File: config.mk
export PLATFORM = sky130hd
export DESIGN_NAME = utopia_rx_phy
export DESIGN_NICKNAME = d
export VERILOG_FILES = /design/src/rtl/utopia_rx_pkg.sv /design/src/rtl/rx_word_fifo.sv /design/src/rtl/rx_cell_tracker.sv /design/src/rtl/rx_read_port.sv /design/src/rtl/utopia_rx_phy.sv
export SDC_FILE = /design/constraint.sdc
export NUM_CORES = 2
export LEC_CHECK = 0
export ABC_AREA = 1
export BUFFER_PORTS_ARGS = -buffer_cell sky130_fd_sc_hd__clkbuf_2
export CELL_PAD_IN_SITES_DETAIL_PLACEMENT = 1
export CELL_PAD_IN_SITES_GLOBAL_PLACEMENT = 1
export CORE_UTILIZATION = 25
export DETAILED_ROUTE_END_ITERATION = 16
export PLACE_DENSITY = 0.43
export SLEW_MARGIN = 20
export SYNTH_ARGS = -nofsm -noshare
export SYNTH_HDL_FRONTEND = slang
export SYNTH_SLANG_ARGS = --single-unit
File: constraint.sdc
create_clock -name clk -period 3.45 [get_ports clk]
set_input_delay 0.69 -clock clk [delete_from_list [all_inputs] [get_ports clk]]
set_output_delay 0.69 -clock clk [all_outputs]
set_load 0.005 [all_outputs]
File: src/rtl/utopia_rx_pkg.sv
package utopia_rx_pkg;

    localparam int unsigned RX_WORD_W = 16;

    typedef enum logic {
        HS_CELL  = 1'b0,
        HS_OCTET = 1'b1
    } hs_mode_e;

    typedef struct packed {
        logic                 oe;
        logic                 soc;
        logic [RX_WORD_W-1:0] data;
    } rx_bus_t;

    function automatic hs_mode_e pick_mode(input logic octet_req, input logic multi_phy);
        return (octet_req && !multi_phy) ? HS_OCTET : HS_CELL;
    endfunction

endpackage

File: src/rtl/rx_word_fifo.sv
module rx_word_fifo import utopia_rx_pkg::*; #(
    parameter int unsigned DEPTH = 108
) (
    input  logic                 clk,
    input  logic                 rst,
    input  logic                 push,
    input  logic [RX_WORD_W-1:0] wdata,
    input  logic                 pop,
    output logic [RX_WORD_W-1:0] rdata,
    output logic                 empty,
    output logic                 full
);
    localparam int unsigned AW = $clog2(DEPTH);
    localparam int unsigned CW = $clog2(DEPTH + 1);
    localparam logic [AW-1:0] LAST_ADDR = AW'(DEPTH - 1);
    localparam logic [CW-1:0] FULL_CNT  = CW'(DEPTH);

    logic [RX_WORD_W-1:0] mem [DEPTH];
    logic [AW-1:0]        wptr, rptr;
    logic [CW-1:0]        count;

    always_ff @(posedge clk) begin
        if (push) begin
            mem[wptr] <= wdata;
        end
    end

    always_ff @(posedge clk) begin
        if (rst) begin
            wptr  <= '0;
            rptr  <= '0;
            count <= '0;
        end else begin
            if (push) begin
                wptr <= (wptr == LAST_ADDR) ? '0 : wptr + 1'b1;
            end
            if (pop) begin
                rptr <= (rptr == LAST_ADDR) ? '0 : rptr + 1'b1;
            end
            case ({push, pop})
                2'b10:   count <= count + 1'b1;
                2'b01:   count <= count - 1'b1;
                default: count <= count;
            endcase
        end
    end

    assign rdata = mem[rptr];
    assign empty = (count == '0);
    assign full  = (count == FULL_CNT);

endmodule

File: src/rtl/rx_cell_tracker.sv
module rx_cell_tracker #(
    parameter int unsigned CELL_WORDS = 27,
    parameter int unsigned FIFO_CELLS = 4
) (
    input  logic clk,
    input  logic rst,
    input  logic push,
    input  logic pop,
    output logic first_word,
    output logic cells_nz
);
    localparam int unsigned PW  = $clog2(CELL_WORDS);
    localparam int unsigned CCW = $clog2(FIFO_CELLS + 1);
    localparam logic [PW-1:0] LAST_POS = PW'(CELL_WORDS - 1);

    logic [PW-1:0]  wr_pos, rd_pos;
    logic [CCW-1:0] cells;
    logic           wr_last, rd_last;

    assign wr_last = push && (wr_pos == LAST_POS);
    assign rd_last = pop  && (rd_pos == LAST_POS);

    always_ff @(posedge clk) begin
        if (rst) begin
            wr_pos <= '0;
            rd_pos <= '0;
            cells  <= '0;
        end else begin
            if (push) begin
                wr_pos <= wr_last ? '0 : wr_pos + 1'b1;
            end
            if (pop) begin
                rd_pos <= rd_last ? '0 : rd_pos + 1'b1;
            end
            case ({wr_last, rd_last})
                2'b10:   cells <= cells + 1'b1;
                2'b01:   cells <= cells - 1'b1;
                default: cells <= cells;
            endcase
        end
    end

    assign first_word = (rd_pos == '0);
    assign cells_nz   = (cells != '0);

endmodule

File: src/rtl/rx_read_port.sv
module rx_read_port import utopia_rx_pkg::*; #(
    parameter logic [RX_WORD_W-1:0] INVALID_WORD = 16'hFFFF
) (
    input  logic                 clk,
    input  logic                 rst,
    input  logic                 rd_enb_n,
    input  logic                 fifo_empty,
    input  logic [RX_WORD_W-1:0] fifo_rdata,
    input  logic                 first_word,
    output logic                 pop,
    output rx_bus_t              bus_q
);
    assign pop = !rd_enb_n && !fifo_empty;

    always_ff @(posedge clk) begin
        if (rst) begin
            bus_q <= '0;
        end else if (rd_enb_n) begin
            bus_q <= '{oe: 1'b0, soc: 1'b0, data: '0};
        end else if (fifo_empty) begin
            bus_q <= '{oe: 1'b1, soc: 1'b0, data: INVALID_WORD};
        end else begin
            bus_q <= '{oe: 1'b1, soc: first_word, data: fifo_rdata};
        end
    end

endmodule

File: src/rtl/utopia_rx_phy.sv
module utopia_rx_phy import utopia_rx_pkg::*; #(
    parameter int unsigned          CELL_WORDS   = 27,
    parameter int unsigned          FIFO_CELLS   = 4,
    parameter int unsigned          OVF_W        = 8,
    parameter logic [RX_WORD_W-1:0] INVALID_WORD = 16'hFFFF
) (
    input  logic                 clk,
    input  logic                 rst,
    input  logic                 multi_phy_i,
    input  logic                 octet_req_i,
    input  logic                 wr_valid_i,
    input  logic [RX_WORD_W-1:0] wr_data_i,
    output logic                 wr_full_o,
    output logic [OVF_W-1:0]     ovf_count_o,
    input  logic                 rd_enb_n_i,
    output logic [RX_WORD_W-1:0] rx_data_o,
    output logic                 rx_data_oe_o,
    output logic                 rx_soc_o,
    output logic                 rx_clav_o
);
    localparam int unsigned DEPTH = CELL_WORDS * FIFO_CELLS;

    hs_mode_e             mode_q;
    logic                 push, pop;
    logic                 fifo_empty, fifo_full;
    logic                 first_word, cells_nz;
    logic [RX_WORD_W-1:0] fifo_rdata;
    logic [OVF_W-1:0]     ovf_q;
    rx_bus_t              bus_q;

    always_ff @(posedge clk) begin
        if (rst) begin
            mode_q <= HS_CELL;
        end else begin
            mode_q <= pick_mode(octet_req_i, multi_phy_i);
        end
    end

    assign push = wr_valid_i && !fifo_full;

    always_ff @(posedge clk) begin
        if (rst) begin
            ovf_q <= '0;
        end else if (wr_valid_i && fifo_full && (ovf_q != '1)) begin
            ovf_q <= ovf_q + 1'b1;
        end
    end

    rx_word_fifo #(.DEPTH(DEPTH)) u_fifo (
        .clk   (clk),
        .rst   (rst),
        .push  (push),
        .wdata (wr_data_i),
        .pop   (pop),
        .rdata (fifo_rdata),
        .empty (fifo_empty),
        .full  (fifo_full)
    );

    rx_cell_tracker #(.CELL_WORDS(CELL_WORDS), .FIFO_CELLS(FIFO_CELLS)) u_cells (
        .clk        (clk),
        .rst        (rst),
        .push       (push),
        .pop        (pop),
        .first_word (first_word),
        .cells_nz   (cells_nz)
    );

    rx_read_port #(.INVALID_WORD(INVALID_WORD)) u_rd (
        .clk        (clk),
        .rst        (rst),
        .rd_enb_n   (rd_enb_n_i),
        .fifo_empty (fifo_empty),
        .fifo_rdata (fifo_rdata),
        .first_word (first_word),
        .pop        (pop),
        .bus_q      (bus_q)
    );

    always_comb begin
        unique case (mode_q)
            HS_OCTET: rx_clav_o = !fifo_empty;
            default:  rx_clav_o = cells_nz;
        endcase
    end

    assign wr_full_o    = fifo_full;
    assign ovf_count_o  = ovf_q;
    assign rx_data_o    = bus_q.data;
    assign rx_data_oe_o = bus_q.oe;
    assign rx_soc_o     = bus_q.soc;

endmodule

==> results list <==
- After synthesis the netlist holds a flip-flop and latch count of roughly 1800.
* Most frequently used cell type in the post-synthesis netlist: nand2_1
* Final hold violations: 0
- The count of pins over their slew limit is 0.
- The synthesized netlist contains 41 unique library cells.
* Slowest stage delay, CP: 0.55 ns
- Initial standard-cell utilization of the core: 0.252
- The run finished with clean final reports.
- Worst hold path type: in -> reg
- The via count of the first global-routing pass was ~50000.
* Buffer levels on the longest clock path: 4
* GR Overflow Total: 0
- Gate count after technology mapping: 6260
- Die ar.: approximately 300000 um2
* Die height: 544 um
- Main flop type after synthesis: edfxtp_1
- Once detail routing completed, the nets flagged for antenna violations numbered 0.
* Total wire length after detailed routing: 266000 um
- The Yosys step of the flow raised 0 warnings.
* WL per Instance: 25.3 um
* Worst-Skew Late Latency: about 0.90 ns
- Total global-route track usage: 0.178
* Clk pwr share: 0.364
- Final clock skew: 0.0813 ns
* Arrival time at the worst endpoint: ~3.8 ns
* Detailed-route DRC error count: 0
- Among cell families on the critical path, the largest total delay comes from simple AND/OR/NAND/NOR gates.
- Post-synthesis instance area: about 74000 um2
- Logic gate share of total power: 0.227
* Number of endpoints failing setup at the final stage: 0
- Yosys top cell by area: edfxtp_1
- Avg Synthesized Cell Area: ~12 um2
- Number of flops mapped to enable cells by yosys: 1728
* Maximum vdd drop: 0.392 mV
* Clock Tree Root: clkbuf_16
- Setup total negative slack on the finished layout was measured at 0 ns.
- Power spread over the standard cell area amounts to just under 700 nW/um2.
* Post-layout nets: 6490
- Depth of the CTS H-tree: 4
* Number of buffers inserted during clock tree synthesis: 219
- The signal on the critical path passes through clkinv_16 -> buf_12 -> nand2_1 -> nand3_1 -> nand3_1 -> nand2_1 -> nand2_1 -> nand3_1 -> nand3_1 -> nand2_1 -> nand2_1 -> nand3_1 -> nand2_1 -> inv_1.
- Maximum number of pins on one net before global-route repair: around 110
- In this run, the number of DRC markers left after iteration 0 of detailed routing was 3649.
- Relative contribution of sequential cells to total power: 0.409
* Setup Buffers After CTS: 0
- Fmax: approximately 0.33 GHz
- Number of buffers inserted by port buffering: 49
* Crit start category: flop
* Initial antenna violation count: 15
- Worst Path Max Fanout: 63
* HPWL Detailed: about 160000 um
- The analysis attributes to cell leakage a power of 30.2 nW.
- Max-cap violations in this run came to 0.
- In the routed layout, each cell is associated on average with a via count of 4.63.
* Most frequent cell on the critical path: nand2_1
* Commonest cells in the netlist: nand2_1 (2001), edfxtp_1 (1728), nand3_1 (1342)
* Path type of the worst setup path: reg -> reg
- The slowest stage of the critical path is the dfxtp_4 cell.
- Buf+Inv Stages, Crit Path: 3
* Measured slew at the worst slew-check pin: 1.10 ns
* First-pass DRT Iterations: 5
- After synthesis, the share of flip-flops with an asynchronous set or reset is 0.
- Dpl cells: 10100
* Setup repair after global routing missed its margin: false
- The filler cells instantiated in the layout total 32100.
- Sw frac: 0.325
- Cell row count: 198
* Leading post-synthesis cells by cell area: edfxtp_1 (71%), nand2_1 (10%), nand3_1 (9.1%)
- Width of the chip: 544 um
* Clock edge transition at the registers on the reported setup and hold paths: 0.06 ns
- Routability-driven placement finished with a final weighted congestion of 0.776.
- Core outline area: a little under 300000 um2
* Post-synth top area share: 0.706
* Layout cells sized above 1: 0.111
- Excluding fillers, the count of instances in the completed layout stands at 10500.
* Fin crit period: around 3.1 ns
- Across all layers, the routed design uses roughly 49000 vias.
- Data on the critical path is required at its endpoint by 4.21 ns.
* CTS tree: done
- Worst slew margin: 0.270
- Final period utilization: 0.889
- Kind of end point of the critical path: flop
- Number of sinks on the clock net: 1796
- The design draws 59.4 mW.
* Cell internal power dissipation: approximately 40 mW
- The first global-routing pass estimated about 380000 um of wire.
- Nets in the synthesized netlist: approximately 6300
* Number of primary I/O pins: 50
- For this design the total switching power over the nets is 19.3 mW.
- Relative to the synthesized area, the layout overhead comes to 17.3%.
* Share of the yosys chip area belonging to registers: 0.724
==> layout make-up <==
cell class	count	area [um2]	area share
Sequential cell	1796	53300	0.618
Clock inverter	89	657	0.00762
Timing Repair Buffer	368	3570	0.0414
Clock buffer	297	5860	0.0680
Antenna cell	8	20.0	0.000232
Tap cell	3900	4880	0.0566
Inverter	104	443	0.00514
Multi-Input combinational cell	3967	17500	0.203
==> per-layer routing <==
metal | vias to the layer above | track usage | routed length, um
li1 | 22400 | - | -
met1 | 25200 | 0.251 | 126000
met2 | 802 | 0.289 | 124000
met3 | 296 | 0.0216 | 9670
met4 | 0 | 0.0462 | 6240
met5 | - | 0 | 0
==> registers in the layout, indices dropped and copies added, names as in the netlist, named ones only <==
name	cells
u_fifo.count	7
mode_q	1
u_rd.bus_q	18
u_fifo.wptr	7
u_cells.cells	3
u_fifo.mem	1728
u_cells.wr_pos	5
ovf_count_o	8
u_fifo.rptr	7
u_cells.rd_pos	5
==> power groups by stage <==
stage / clock network (mW) / logic, mW / registers (mW)
after CTS: 22.3 / 13.8 / 24.3
after detailed placement: 0 / 13.8 / 24.8
after global placement: 0 / 13.7 / 24.8
final: 21.6 / 13.5 / 24.3
after floorplan: 0 / 8.43 / 24.6
after global routing: 23.0 / 15.0 / 24.3
==> path summary, 6_finish.rpt <==
kind	cells after the start	slack (ns)	endpoint	start
max reg2reg	14	0.38	u_rd.bus_q[9]$_SDFF_PP0_	flop
min	1	0.25	u_fifo.mem[61][6]$_DFFE_PP_	wr_data_i[6]
min reg2reg	2	0.47	u_cells.cells[2]$_SDFFE_PP0P_	u_cells.cells[2]$_SDFFE_PP0P_
max	14	0.38	u_rd.bus_q[9]$_SDFF_PP0_	flop
==> per-stage QoR <==
stage	hold WS [ns]	utilization	cell area, um2	worst slack (ns)
global placement	0.457	0.273	79700	0.337
floorplan	0.439	-	73500	0.659
global route	0.232	0.295	86200	0.154
detailed placement	0.465	0.273	79700	0.348
CTS	0.199	0.295	86200	0.317
finish	0.251	0.295	86200	0.383
==> what timing repair did <==
| item | CTS | global route |
|---|---|---|
| resized for setup | 0 | 0 |
| setup endpoints to repair | 0 | 0 |
| hold endpoints to repair | 1 | 0 |
| hold buffers | 2 | 0 |
==> worst reg2reg max path, stage by stage, from the launching register on <==
cell and delay, ns:
dfxtp_4 0.55, clkinv_16 0.30, buf_12 0.31, nand2_1 0.16, nand3_1 0.06, nand3_1 0.13
nand2_1 0.08, nand2_1 0.07, nand3_1 0.30, nand3_1 0.41, nand2_1 0.17, nand2_1 0.15
nand3_1 0.10, nand2_1 0.11, inv_1 0.04
==> cells in the final DEF, fill, tap and decap left out, drive strengths merged, types with 16 or more instances in the layout <==
| cell type | instances |
|---|---|
| nand2 | 2002 |
| edfxtp | 1728 |
| nand3 | 1342 |
| buf | 333 |
| clkbuf | 330 |
| nor2 | 317 |
| o21ai | 151 |
| inv | 107 |
| clkinv | 73 |
| dfxtp | 68 |
| nor3 | 26 |
| a21oi | 25 |
| o211ai | 20 |
| o22ai | 16 |
==> kinds of logic after synthesis <==
| logic type | after synthesis | synth area share |
|---|---|---|
| AO/OA/AOI/OAI | 232 | 0.0179 |
| XOR/XNOR | 9 | 0.00107 |
| adder cells (fa/ha/maj) | 12 | 0.00214 |
| buffers and inverters | 497 | 0.0401 |
| flip-flops | 1796 | 0.724 |
| AND/OR/NAND/NOR | 3714 | 0.215 |
Power figures use the tool's default switching activity.
